<file path="src/rtl/scsi_dec_pkg.sv">
package scsi_dec_pkg;

    typedef enum logic [3:0] {
        K_NONE, K_FLUSH, K_RESET, K_BUSRST, K_XFER, K_CMPL,
        K_MSGOK, K_PAD, K_SEL, K_SELSTOP, K_RESEL, K_BAD
    } op_kind_e;

    localparam logic [7:0] IC_FUNC_DONE = 8'h08;
    localparam logic [7:0] IC_BUS_SVC   = 8'h10;
    localparam logic [7:0] IC_DISCON    = 8'h20;
    localparam logic [7:0] IC_BUS_RST   = 8'h80;

    localparam logic [6:0] SC_TERM      = 7'h10;
    localparam logic [6:0] SC_CMD_PH    = 7'h02;
    localparam logic [6:0] SC_MSG_IN    = 7'h07;

    localparam logic [2:0] STEP_CMD     = 3'd4;

endpackage

</file>
<file path="src/rtl/scsi_op_classify.sv">
module scsi_op_classify
    import scsi_dec_pkg::*;
(
    input  logic [6:0] op,
    output op_kind_e   kind
);
    always_comb begin
        unique case (op)
            7'h00, 7'h1A: kind = K_NONE;
            7'h01:        kind = K_FLUSH;
            7'h02:        kind = K_RESET;
            7'h03:        kind = K_BUSRST;
            7'h10:        kind = K_XFER;
            7'h11:        kind = K_CMPL;
            7'h12:        kind = K_MSGOK;
            7'h18:        kind = K_PAD;
            7'h41, 7'h42: kind = K_SEL;
            7'h43:        kind = K_SELSTOP;
            7'h44:        kind = K_RESEL;
            default:      kind = K_BAD;
        endcase
    end
endmodule

</file>
<file path="src/rtl/scsi_sel_park.sv">
module scsi_sel_park (
    input  logic clk,
    input  logic rst_n,
    input  logic clear,
    input  logic park,
    input  logic park_stop,
    input  logic dma_en,
    output logic fire_pend,
    output logic pend_stop
);
    typedef struct packed {
        logic held;
        logic stop;
        logic en_prev;
    } park_t;

    park_t p_d, p_q;

    assign fire_pend = p_q.held & dma_en & ~p_q.en_prev;
    assign pend_stop = p_q.stop;

    always_comb begin
        p_d = p_q;
        p_d.en_prev = dma_en;
        if (clear || fire_pend) begin
            p_d.held = 1'b0;
        end else if (park) begin
            p_d.held = 1'b1;
            p_d.stop = park_stop;
        end
    end

    always_ff @(posedge clk or negedge rst_n) begin
        if (!rst_n) p_q <= '0;
        else        p_q <= p_d;
    end
endmodule

</file>
<file path="src/rtl/scsi_cmd_decoder.sv">
module scsi_cmd_decoder
    import scsi_dec_pkg::*;
#(
    parameter int TC_W = 16,
    parameter int ID_W = 3
) (
    input  logic            clk,
    input  logic            rst_n,
    input  logic            cmd_we,
    input  logic [7:0]      cmd_byte,
    input  logic [TC_W-1:0] tc_wr,
    input  logic [ID_W-1:0] bus_id,
    input  logic            rst_irq_mask,
    input  logic            dma_en,
    input  logic            intr_ack,
    input  logic            tgt_present,
    input  logic            tgt_dir_in,
    output logic            sel_probe,
    output logic [ID_W-1:0] probe_id,
    output logic [7:0]      status_o,
    output logic [7:0]      intr_o,
    output logic [2:0]      seq_o,
    output logic [4:0]      flags_o,
    output logic [TC_W-1:0] tc_o,
    output logic            irq_o,
    output logic            xfer_go,
    output logic            err_o
);
    localparam int STAT_W = 7;

    typedef struct packed {
        logic [STAT_W-1:0] stat;
        logic [7:0]        intr;
        logic [2:0]        seq;
        logic [4:0]        flags;
        logic [TC_W-1:0]   tc;
        logic              dma;
        logic              irq;
        logic              await_cmd;
        logic              xfer;
        logic              err;
    } regs_t;

    regs_t r_d, r_q;

    op_kind_e kind;
    logic     fire_pend, pend_stop;
    logic     is_sel, take_cmd, park, fire_now, ti_probe;
    logic     soft_rst;

    scsi_op_classify u_cls (
        .op   (cmd_byte[6:0]),
        .kind (kind)
    );

    assign is_sel   = (kind == K_SEL) || (kind == K_SELSTOP);
    assign take_cmd = cmd_we && !fire_pend && (kind != K_BAD);
    assign park     = take_cmd && is_sel && !dma_en;
    assign fire_now = take_cmd && is_sel && dma_en;
    assign ti_probe = take_cmd && (kind == K_XFER) && r_q.await_cmd;
    assign soft_rst = take_cmd && (kind == K_RESET);

    scsi_sel_park u_park (
        .clk       (clk),
        .rst_n     (rst_n),
        .clear     (soft_rst),
        .park      (park),
        .park_stop (kind == K_SELSTOP),
        .dma_en    (dma_en),
        .fire_pend (fire_pend),
        .pend_stop (pend_stop)
    );

    assign sel_probe = fire_pend || fire_now || ti_probe;
    assign probe_id  = sel_probe ? bus_id : '0;

    always_comb begin
        logic stop_req;
        r_d      = r_q;
        r_d.err  = 1'b0;
        r_d.xfer = 1'b0;
        stop_req = fire_pend ? pend_stop : (fire_now && kind == K_SELSTOP);

        if (intr_ack) begin
            r_d.intr    = '0;
            r_d.stat[4] = 1'b0;
            r_d.seq     = STEP_CMD;
            r_d.irq     = 1'b0;
        end

        if (cmd_we && !fire_pend && kind == K_BAD) begin
            r_d.err = 1'b1;
        end else if (take_cmd) begin
            r_d.dma = cmd_byte[7];
            if (cmd_byte[7]) r_d.tc = tc_wr;
            unique case (kind)
                K_FLUSH: begin
                    r_d.intr  = IC_FUNC_DONE;
                    r_d.seq   = '0;
                    r_d.flags = '0;
                end
                K_RESET:  r_d = '0;
                K_BUSRST: begin
                    r_d.intr = IC_BUS_RST;
                    if (!rst_irq_mask) r_d.irq = 1'b1;
                end
                K_XFER: begin
                    if (!r_q.await_cmd) begin
                        r_d.xfer = 1'b1;
                        if (cmd_byte[7]) r_d.stat[4] = 1'b0;
                    end
                end
                K_CMPL: begin
                    r_d.intr = IC_FUNC_DONE;
                    r_d.irq  = 1'b1;
                    if (cmd_byte[7]) begin
                        r_d.stat = SC_TERM | SC_MSG_IN;
                        r_d.seq  = STEP_CMD;
                    end else begin
                        r_d.stat  = r_d.stat | SC_MSG_IN;
                        r_d.flags = 5'd2;
                    end
                end
                K_MSGOK: begin
                    r_d.intr  = IC_DISCON;
                    r_d.seq   = '0;
                    r_d.flags = '0;
                    r_d.irq   = 1'b1;
                end
                K_PAD: begin
                    r_d.stat = SC_TERM;
                    r_d.intr = IC_FUNC_DONE;
                    r_d.seq  = '0;
                end
                K_RESEL: r_d.intr = '0;
                default: ;
            endcase
        end

        if (sel_probe) begin
            r_d.await_cmd = 1'b0;
            r_d.irq       = 1'b1;
            if (!tgt_present) begin
                r_d.stat = '0;
                r_d.intr = IC_DISCON;
                r_d.seq  = '0;
            end else begin
                r_d.intr = IC_BUS_SVC | IC_FUNC_DONE;
                r_d.seq  = STEP_CMD;
                if (stop_req) begin
                    r_d.stat      = SC_TERM | SC_CMD_PH;
                    r_d.await_cmd = 1'b1;
                end else begin
                    r_d.stat = SC_TERM | {6'd0, tgt_dir_in};
                end
            end
        end
    end

    always_ff @(posedge clk or negedge rst_n) begin
        if (!rst_n) r_q <= '0;
        else        r_q <= r_d;
    end

    assign status_o = {r_q.irq, r_q.stat};
    assign intr_o   = r_q.intr;
    assign seq_o    = r_q.seq;
    assign flags_o  = r_q.flags;
    assign tc_o     = r_q.tc;
    assign irq_o    = r_q.irq;
    assign xfer_go  = r_q.xfer;
    assign err_o    = r_q.err;
endmodule

</file>
<file path="config.mk">
export PLATFORM = sky130hd
export DESIGN_NAME = scsi_cmd_decoder
export DESIGN_NICKNAME = d
export VERILOG_FILES = /design/src/rtl/scsi_dec_pkg.sv /design/src/rtl/scsi_op_classify.sv /design/src/rtl/scsi_sel_park.sv /design/src/rtl/scsi_cmd_decoder.sv
export SDC_FILE = /design/constraint.sdc
export NUM_CORES = 1
export LEC_CHECK = 0
export BUFFER_PORTS_ARGS = -buffer_cell sky130_fd_sc_hd__buf_2
export CORE_UTILIZATION = 45
export DETAILED_ROUTE_END_ITERATION = 6
export GPL_ROUTABILITY_DRIVEN = 1
export HOLD_SLACK_MARGIN = 0.06
export PLACE_DENSITY = 0.79
export SETUP_SLACK_MARGIN = 0.02
export SLEW_MARGIN = 20
export SYNTH_ARGS = -nofsm -noshare
export SYNTH_HDL_FRONTEND = slang
export SYNTH_SLANG_ARGS = --single-unit
</file>
<file path="constraint.sdc">
create_clock -name clk -period 6.2 [get_ports clk]
set_input_delay 0.93 -clock clk [delete_from_list [all_inputs] [get_ports clk]]
set_output_delay 0.93 -clock clk [all_outputs]
set_load 0.005 [all_outputs]
</file>
==> results of run 1 <==
placed cells by master, fill, tap and decap left out, drive strengths merged, types with 3 or more instances in the layout:
cell type / instances
a211o: 3
a211oi: 3
a21oi: 8
a22o: 16
a311o: 3
a31oi: 5
and2: 11
and3b: 3
buf: 74
clkbuf: 6
conb: 7
dfrtp: 39
inv: 5
nand2: 8
nand2b: 4
nand3: 6
nor2: 17
nor2b: 3
nor3: 6
nor3b: 3
nor4: 4
nor4b: 3
o21ai: 8
routing by layer:
| metal | wire length, um | track usage (%) | part of all wire [%] | vias up |
|---|---|---|---|---|
| li1 | - | - | - | 892 |
| met1 | 2220 | 24.2 | 45 | 878 |
| met2 | 2300 | 27.3 | 47 | 66 |
| met3 | 281 | 3.39 | 5.7 | 10 |
| met4 | 99 | 8.55 | 2.0 | 0 |
| met5 | 0 | 0 | 0 | - |
where the power goes:
part           total [mW]  switching [mW]  internal (mW)
sequential          0.300          0.0161          0.284
clock               0.246          0.0850          0.161
combinational       0.108          0.0509         0.0569
area by class of cell:
type,instances,area [um^2],share of cell area [%]
clock buffers,6,72.6,2.80
clock inverters,2,60.1,2.32
inverters,5,18.8,0.724
multi-input cells,149,1010,39.0
flip-flops and latches,39,976,37.7
well taps,67,83.8,3.24
repair buffers,74,370,14.3
critical path: cells and delay by family:
kind,cells,cell delay [ns]
simple gates,3,0.82
buf+inv,3,0.44
compound gates,2,0.60
how the worst max path moves through the flow:
| stage | start | slack [ns] | endpoint | depth (start not counted) |
|---|---|---|---|---|
| 6_report | cmd_byte[3] | 2.48 | probe_id[2] | 8 |
| 3_3_place_gp | cmd_byte[2] | 2.65 | probe_id[2] | 8 |
| 4_1_cts | cmd_byte[3] | 2.49 | probe_id[2] | 8 |
| 2_1_floorplan | cmd_byte[6] | 2.91 | probe_id[0] | 7 |
| 5_1_grt | cmd_byte[3] | 2.34 | probe_id[0] | 8 |
| 3_5_place_dp | cmd_byte[3] | 2.50 | probe_id[2] | 8 |
sequential cells by signal, indices dropped and copies added (netlist names):
signal and count:
xfer_go 1, seq_o 3, u_park.pend_stop 1, tc_o 16
err_o 1, u_park.p_q 2, r_q 1, intr_o 8
status_o 4, flags_o 1, irq_o 1
Yosys cell counts, types with 2 or more instances:
library cell / instances / area share (%)
nor3_1: 5 / 1.1
nor2b_1: 3 / 0.80
nor3b_1: 3 / 0.97
and3b_1: 3 / 1.1
o21ai_1: 4 / 0.86
a21o_1: 2 / 0.64
nand2b_1: 4 / 1.1
dfrtp_1: 39 / 42
a31oi_1: 4 / 1.1
o21ai_0: 4 / 0.86
a211oi_1: 3 / 0.97
a311o_1: 3 / 1.3
nor4_1: 4 / 1.1
nand3_1: 6 / 1.3
a21oi_1: 7 / 1.5
or3_1: 2 / 0.54
nor2_1: 17 / 2.7
a31o_2: 2 / 0.75
nand2_1: 8 / 1.3
a211o_1: 3 / 1.1
a22o_1: 16 / 6.0
nor4bb_1: 2 / 0.86
nor4b_2: 2 / 1.3
and2_1: 11 / 3.0
inv_1: 4 / 0.64
buf_2: 7 / 1.5
buf_4: 41 / 13
nand4_1: 2 / 0.54
per-stage QoR:
| step | std cells | instance area (um^2) | hold WS, ns |
|---|---|---|---|
| 2_1_floorplan | 242 | 2350 | 0.450 |
| 3_3_place_gp | 334 | 2450 | 0.459 |
| 3_5_place_dp | 334 | 2450 | 0.466 |
| 4_1_cts | 342 | 2590 | 0.487 |
| 5_1_grt | 342 | 2590 | 0.496 |
| 6_report | 342 | 2590 | 0.479 |
kinds of logic (layout without fill, tap and decap cells):
| group | Yosys count | count (layout) |
|---|---|---|
| buffers and inverters | 54 | 87 |
| other | 1 | 7 |
| AOI/OAI and AO/OA | 60 | 60 |
| DFF | 39 | 39 |
| xor gates and xnor gates | 1 | 1 |
| and+or+nand+nor | 80 | 80 |
| muxes | 1 | 1 |
==> summary.md, run 1 <==
| Metric | Value |
|---|---|
| Outcome | finished clean |
| Largest family of logic cells by synthesized area | compound AO/OA/AOI/OAI gates |
| WS Path Type | input pin to primary output |
| CP arrival | 2.79 ns |
| Adder-cell share of the synthesized area | 0% |
| Port bufs | 74 |
| Critical path data required time | 5.27 ns |
| Final nets | 309 |
| CP max-delay cell | nor4_1 |
| Place WS | 2.50 ns |
| Ys async rst share | 100% |
| Worst slew pin tran | 1.04 ns |
| Synth Instances | 236 |
| Filler cells | 446 |
| Setup violators final | 0 |
| Cell count of the worst reg-to-reg path | 6 |
| Vias | 1846 |
| Post-Synth XOR/XNOR Area | 0.376% |
| Final worst-path cycle share | 60.1% |
| Min-Delay Endpoint | intr_o[1]$_DFF_PN0_ |
| Worst Hold Launch | intr_o[1]$_DFF_PN0_ |
| Final core occ | 53.4% |
| Post_cts resized | 0 |
| DR vias/cell | 5.40 |
| Rel. slew slack | 30.3% |
| Clock skew | 0.00644 ns |
| Die area | 5470 um^2 |
| Routed Antenna Nets | 0 |
| Final Power | 0.654 mW |
| Top cell by count, worst path | buf_2 |
| Grt total ovfl | 0 |
| Ys flop type | dfrtp_1 |
| Synth Cell Area | 2330 um^2 |
| CTS tree | done |
| Max-Cap Viols | 0 |
| Site row count | 25 |
| Area Overhead vs Synth | 11.1% |
| Initial DRC count | 75 |
| Reg-to-Reg End | tc_o[5]$_DFFE_PN0P_ |
| Hpwl dp | 3.69 mm |
| Unrepaired setup endpoints after global routing | false |
| RR Startpoint | u_park.p_q[2]$_DFFE_PN0P_ |
| Tot GR Track Use | 17.8% |
| Postcts setup bufs | 0 |
| Post-Syn Area per Cell | 9.88 um^2 |
| Mux cell area share after synthesis | 0.483% |
| Unique masters post-synth | 53 |
| Antenna violations before repair | 0 |
| Worst VDD drop | 0.0893 mV |
| Startpoint Class | input pin |
| Setup ws final | 2.48 ns |
| Starting Density | 48.1% |
| Hold path depth | 1 |
| Area of the core | 4850 um^2 |
| #FFs+latches synth | 39 |
| Post-synth EDFFs | 0 |
| Yosys warns | 0 |
| Compound-Gate Fraction of Synth Area | 20.7% |
| Sum Neg Setup Slack | 0 ns |
| DRC | 0 |
| Chip height | 74.0 um |
| Hold-fix buffers at CTS | 0 |
| First-pass GRT wire length | 7.47 mm |
| IO Pins | 82 |
| Clock Path Buffers | 2 |
| Post-synthesis sequential area ratio | 41.8% |
| Routed WL per cell | 14.3 um |
| Routability cong. | 0.885 |
| Setup crit end kind | primary output |
| Layout cells sized above 1 | 34.5% |
| Reg-to-reg slack, setup | 3.77 ns |
| Area share of and/or/nand/nor cells after synthesis | 20.5% |
| Drt total wl | 4.90 mm |
| H-tree depth | 2 |
| Slowest Stage Delay on Critical Path | 0.42 ns |
| Chip width | 74.0 um |
| Endpoints failing hold | 0 |
| Clk slew on worst S/H paths | 0.07 ns |
| Worst min-delay path class | flop to flop |
| Clock Sinks | 39 |
| Critical-path cell list | buf_2 -> nor4_1 -> nand3_1 -> a31oi_4 -> a21boi_4 -> inv_2 -> and2_1 -> buf_2 |
| F_max | 268 MHz |
| Max-slew violations | 0 |
| CTS Buf Count | 5 |
| Vias in the first global route | 1646 |
| N_diodes | 0 |
| Critical Path Fanout Max | 15 |
| Drt pass-1 iters | 4 |
| Leak pwr | 1.30 nW |
| CTS root buf | clkbuf_8 |
| Clk Latency, worst-skew pair | 0.29 ns |
| Min Tclk post-route | 3.72 ns |
| Power per cell area | 252 nW/um^2 |
| Largest net degree at the start of global routing | 40 |
Note: power is estimated with default switching activity, not from simulation.
==> run 2, diff against run 1 <==
PLACE_DENSITY = 0.82   (was 0.79)
clock period = 3.3 ns   (was 6.2 ns; I/O delays follow)
==> run 2 against run 1 <==
Net effect:
- flip-flop and latch count unchanged
- utilization decreased by 0.49 points
- first-iteration DRC count decreased by 4.0%
- clock skew fell by 0.0024 ns
- final cell count did not move
- sequential share of layout area increased by 0.35 points
==> summary.md, run 2 (synthesis results as in run 1) <==
| Metric | Value |
|---|---|
| Reg-to-reg slack, setup | 0.93 ns |
| Startpoint Class | input pin |
| Clk Latency, worst-skew pair | 0.28 ns |
| Port bufs | 74 |
| Endpoints failing hold | 0 |
| CTS root buf | clkbuf_8 |
| Max-slew violations | 0 |
| Final worst-path cycle share | 87.9% |
| Vias in the first global route | 1609 |
| Critical-path cell list | buf_2 -> nor4_1 -> nand3_1 -> a31oi_4 -> a21boi_4 -> inv_2 -> and2_1 -> buf_2 |
| Critical Path Fanout Max | 15 |
| Layout Cells excl Fill | 342 |
| Max-Cap Viols | 0 |
| First-pass GRT wire length | 7.57 mm |
| Worst VDD drop | 0.225 mV |
| Cell count of the worst reg-to-reg path | 6 |
| Largest net degree at the start of global routing | 40 |
| Most frequent cells in the layout | 74 x buf_2, 39 x dfrtp_1, 17 x nor2_1 |
| N_diodes | 0 |
| Vias | 1845 |
| CTS tree | done |
| Die area | 5470 um^2 |
| CP max-delay cell | nor4_1 |
| Postcts setup bufs | 0 |
| Slowest Stage Delay on Critical Path | 0.45 ns |
| H-tree depth | 2 |
| Post_cts resized | 0 |
| Chip width | 74.0 um |
| Rel. slew slack | 30.0% |
| Clock Path Buffers | 2 |
| Area of the core | 4850 um^2 |
| Routed WL per cell | 13.9 um |
| Hpwl dp | 3.63 mm |
| F_max | 345 MHz |
| Site row count | 25 |
| Area Overhead vs Synth | 10.1% |
| Power per cell area | 449 nW/um^2 |
| Leak pwr | 1.29 nW |
| Clock Sinks | 39 |
| Worst min-delay path class | input pin to asynchronous set/reset pin |
| Clk slew on worst S/H paths | 0.08 ns |
| Setup ws final | 0.399 ns |
| Worst slew pin tran | 1.04 ns |
| RR Startpoint | u_park.p_q[2]$_DFFE_PN0P_ |
| Final Power | 1.15 mW |
| Tot GR Track Use | 18.0% |
| Setup violators final | 0 |
| Critical path data required time | 2.80 ns |
| CP arrival | 2.41 ns |
| Grt total ovfl | 0 |
| Drt pass-1 iters | 4 |
| Clock skew | 0.00406 ns |
| Layout cells sized above 1 | 34.5% |
| Cell total after placement | 334 |
| WS Path Type | input pin to primary output |
| Setup crit end kind | primary output |
| Max FFs per register | 16 |
| Routed Antenna Nets | 0 |
| Unrepaired setup endpoints after global routing | false |
| Min Tclk post-route | 2.90 ns |
| DRC | 0 |
| Drt total wl | 4.76 mm |
| Top cell by count, worst path | buf_2 |
| Commonest non-fill, non-tap cell in the layout | buf_2 |
| Sum Neg Setup Slack | 0 ns |
| Chip height | 74.0 um |
| IO Pins | 82 |
| Antenna violations before repair | 0 |
| Routability cong. | 0.831 |
| Initial DRC count | 72 |
| DR vias/cell | 5.39 |
| Reg-to-Reg End | tc_o[1]$_DFFE_PN0P_ |
| CTS Buf Count | 5 |
| Outcome | finished clean |
| Starting Density | 48.1% |
| Hold-fix buffers at CTS | 0 |
| Place WS | 0.431 ns |
| Final nets | 309 |
-- run 2: changes by cell type in the layout (fill, tap and decap cells not counted), sizes merged --
cell | before | now
clkinv | 0 | 2
bufinv | 2 | 1
clkbuf | 6 | 5
-- run 2: how the worst max path moves through the flow --
stage	start	slack, ns	end
finish	cmd_byte[3]	0.40	probe_id[2]
global placement	cmd_byte[3]	0.45	probe_id[0]
CTS	cmd_byte[3]	0.43	probe_id[1]
detailed placement	cmd_byte[3]	0.43	probe_id[1]
global route	cmd_byte[3]	0.27	probe_id[1]
floorplan	cmd_byte[6]	0.88	probe_id[0]
-- run 2: cell type report --
| cell class | count | area (um^2) |
|---|---|---|
| Multi-Input combinational cell | 149 | 1010 |
| Sequential cell | 39 | 976 |
| Tap cell | 67 | 83.8 |
| Inverter | 5 | 18.8 |
| Clock buffer | 5 | 68.8 |
| Clock inverter | 3 | 43.8 |
| Timing Repair Buffer | 74 | 370 |
| Fill cell | 444 | 2280 |
-- run 2: report_power, final --
group / internal, mW / switching (mW)
sequential: 0.534 / 0.0277
combinational: 0.107 / 0.0950
clock: 0.225 / 0.165
-- run 2: through the flow --
stage / util [%] / cell area (um^2) / hold WS (ns)
5_1_grt: 53.0 / 2570 / 0.367
4_1_cts: 53.0 / 2570 / 0.323
2_1_floorplan: - / 2350 / 0.199
3_5_place_dp: 50.6 / 2450 / 0.470
3_3_place_gp: 50.6 / 2450 / 0.463
6_report: 53.0 / 2570 / 0.303
-- run 2: routing by layer --
metal / up-vias / share of wire (%) / GRT usage, % / wire length [um]
li1: 885 / - / - / -
met1: 879 / 44 / 25.7 / 2070
met2: 73 / 48 / 26.8 / 2270
met3: 8 / 6.9 / 4.34 / 328
met4: 0 / 1.9 / 5.98 / 90
met5: - / 0 / 0 / 0
-- run 2: critical path, delay by kind of cell --
kind / cells / cell delay, ns
compound gates: 2 / 0.60
buf+inv: 3 / 0.44
simple gates: 3 / 0.86
==> run 3, diff against run 2 <==
CELL_PAD_IN_SITES_DETAIL_PLACEMENT = 1   (was unset)
CELL_PAD_IN_SITES_GLOBAL_PLACEMENT = 1   (was unset)
CORE_UTILIZATION = 34   (was 45)
PLACE_DENSITY = 0.83   (was 0.82)
==> run 3 against run 2 <==
Net effect:
- the run now ends with DRC left
- design area down 0.29%
- total power down 6.6%
- first-iteration DRC count up 38%
- maximum frequency down 1.0%
==> summary.md, run 3 (synthesis results as in run 1) <==
| Metric | Value |
|---|---|
| Area Overhead vs Synth | 9.76% |
| Vias in the first global route | 1835 |
| First-pass GRT wire length | 9.25 mm |
| Clock Path Buffers | 2 |
| Setup crit end kind | primary output |
| Endpoints failing hold | 0 |
| Drt pass-1 iters | 6 |
| Top cell by count, worst path | buf_2 |
| Chip width | 84.8 um |
| Startpoint Class | input pin |
| Antenna violations before repair | 0 |
| Largest net degree at the start of global routing | 40 |
| Tot GR Track Use | 16.1% |
| Post_cts resized | 0 |
| Setup violators final | 0 |
| Sum Neg Setup Slack | 0 ns |
| Clock Sinks | 39 |
| Max-Cap Viols | 0 |
| Drt total wl | 5.60 mm |
| Final Power | 1.08 mW |
| Postcts setup bufs | 0 |
| Unrepaired setup endpoints after global routing | false |
| Commonest non-fill, non-tap cell in the layout | buf_2 |
| H-tree depth | 2 |
| Worst slew pin tran | 1.00 ns |
| Power per cell area | 421 nW/um^2 |
| WS Path Type | input pin to primary output |
| CP arrival | 2.44 ns |
| DRC | 11 |
| Critical-path cell list | buf_2 -> nor4_1 -> nand3_1 -> a31oi_4 -> a21boi_4 -> inv_2 -> and2_1 -> buf_2 |
| Site row count | 29 |
| Final Instance Area | 2560 um^2 |
| Hold slack | 0.315 ns |
| Chip height | 84.8 um |
| F_max | 341 MHz |
| Port bufs | 74 |
| Layout cells sized above 1 | 34.4% |
| Vias | 1871 |
| Hpwl dp | 4.26 mm |
| Grt total ovfl | 0 |
| CTS Buf Count | 5 |
| CTS tree | done |
| Setup ws final | 0.368 ns |
| Worst min-delay path class | input pin to asynchronous set/reset pin |
| Rel. slew slack | 32.9% |
| N_diodes | 0 |
| Slowest Stage Delay on Critical Path | 0.44 ns |
| Area of the core | 6490 um^2 |
| Max FFs per register | 16 |
| RR Startpoint | u_park.p_q[2]$_DFFE_PN0P_ |
| Clk Latency, worst-skew pair | 0.29 ns |
| Final worst-path cycle share | 88.8% |
| Hold-fix buffers at CTS | 0 |
| Max-slew violations | 0 |
| Routability cong. | 0.854 |
| Area of placed instances | 2470 um^2 |
| Starting Density | 35.9% |
| Clk slew on worst S/H paths | 0.07 ns |
| Cell total after placement | 345 |
| CP max-delay cell | nor4_1 |
| Critical Path Fanout Max | 15 |
| Most frequent cells in the layout | 74 x buf_2, 39 x dfrtp_1, 17 x nor2_1 |
| Place WS | 0.355 ns |
| Final core occ | 39.4% |
| CP startpoint | cmd_byte[3] |
| Min Tclk post-route | 2.93 ns |
| CTS root buf | clkbuf_8 |
| Leak pwr | 1.28 nW |
| Routed WL per cell | 15.9 um |
| DR vias/cell | 5.30 |
| Worst VDD drop | 0.150 mV |
| Routed Antenna Nets | 0 |
| Critical path data required time | 2.80 ns |
| Outcome | complete, but fails checks |
| Clock skew | 0.00135 ns |
| Failing checks | DRC |
| Final nets | 310 |
| Layout Cells excl Fill | 353 |
| Initial DRC count | 99 |
| Die area | 7190 um^2 |
| IO Pins | 82 |
[run 3: cell type report]
class                           instances  area (um^2)
Inverter                                5         18.8
Multi-Input combinational cell        149         1010
Clock inverter                          1         5.00
Clock buffer                            7         76.3
Timing Repair Buffer                   75          378
Sequential cell                        39          976
Tap cell                               77         96.3
Fill cell                             779         3940
[run 3: path summary, 6_finish.rpt]
path	end	slack, ns	cells after the start
min in group clk	u_park.p_q[0]$_DFF_PN0_	0.37	1
worst max-delay path	probe_id[0]	0.37	8
worst min register to register	intr_o[2]$_DFF_PN0_	0.48	1
worst min-delay path	intr_o[0]$_DFF_PN0_	0.31	1
max in group asynchronous	tc_o[4]$_DFFE_PN0P_	2.44	1
worst max register to register	tc_o[5]$_DFFE_PN0P_	0.81	6
[run 3: routing by layer]
layer / vias up / GRT usage, % / share of wire (%)
li1: 895 / - / -
met1: 901 / 23.1 / 48
met3: 3 / 3.11 / 6.7
met5: - / 0 / 0
met2: 72 / 24.8 / 45
met4: 0 / 4.16 / 0.68
[run 3: report_power, final]
part	total, mW	switching [mW]	internal (mW)
Clock	0.310	0.162	0.148
Combinational	0.205	0.0975	0.107
Sequential	0.563	0.0287	0.534
[run 3: worst max-delay path, delay by kind of cell]
kind / cells / cell delay [ns]
AO/OA/AOI/OAI: 2 / 0.62
buffers and inverters: 3 / 0.44
AND/OR/NAND/NOR: 3 / 0.88
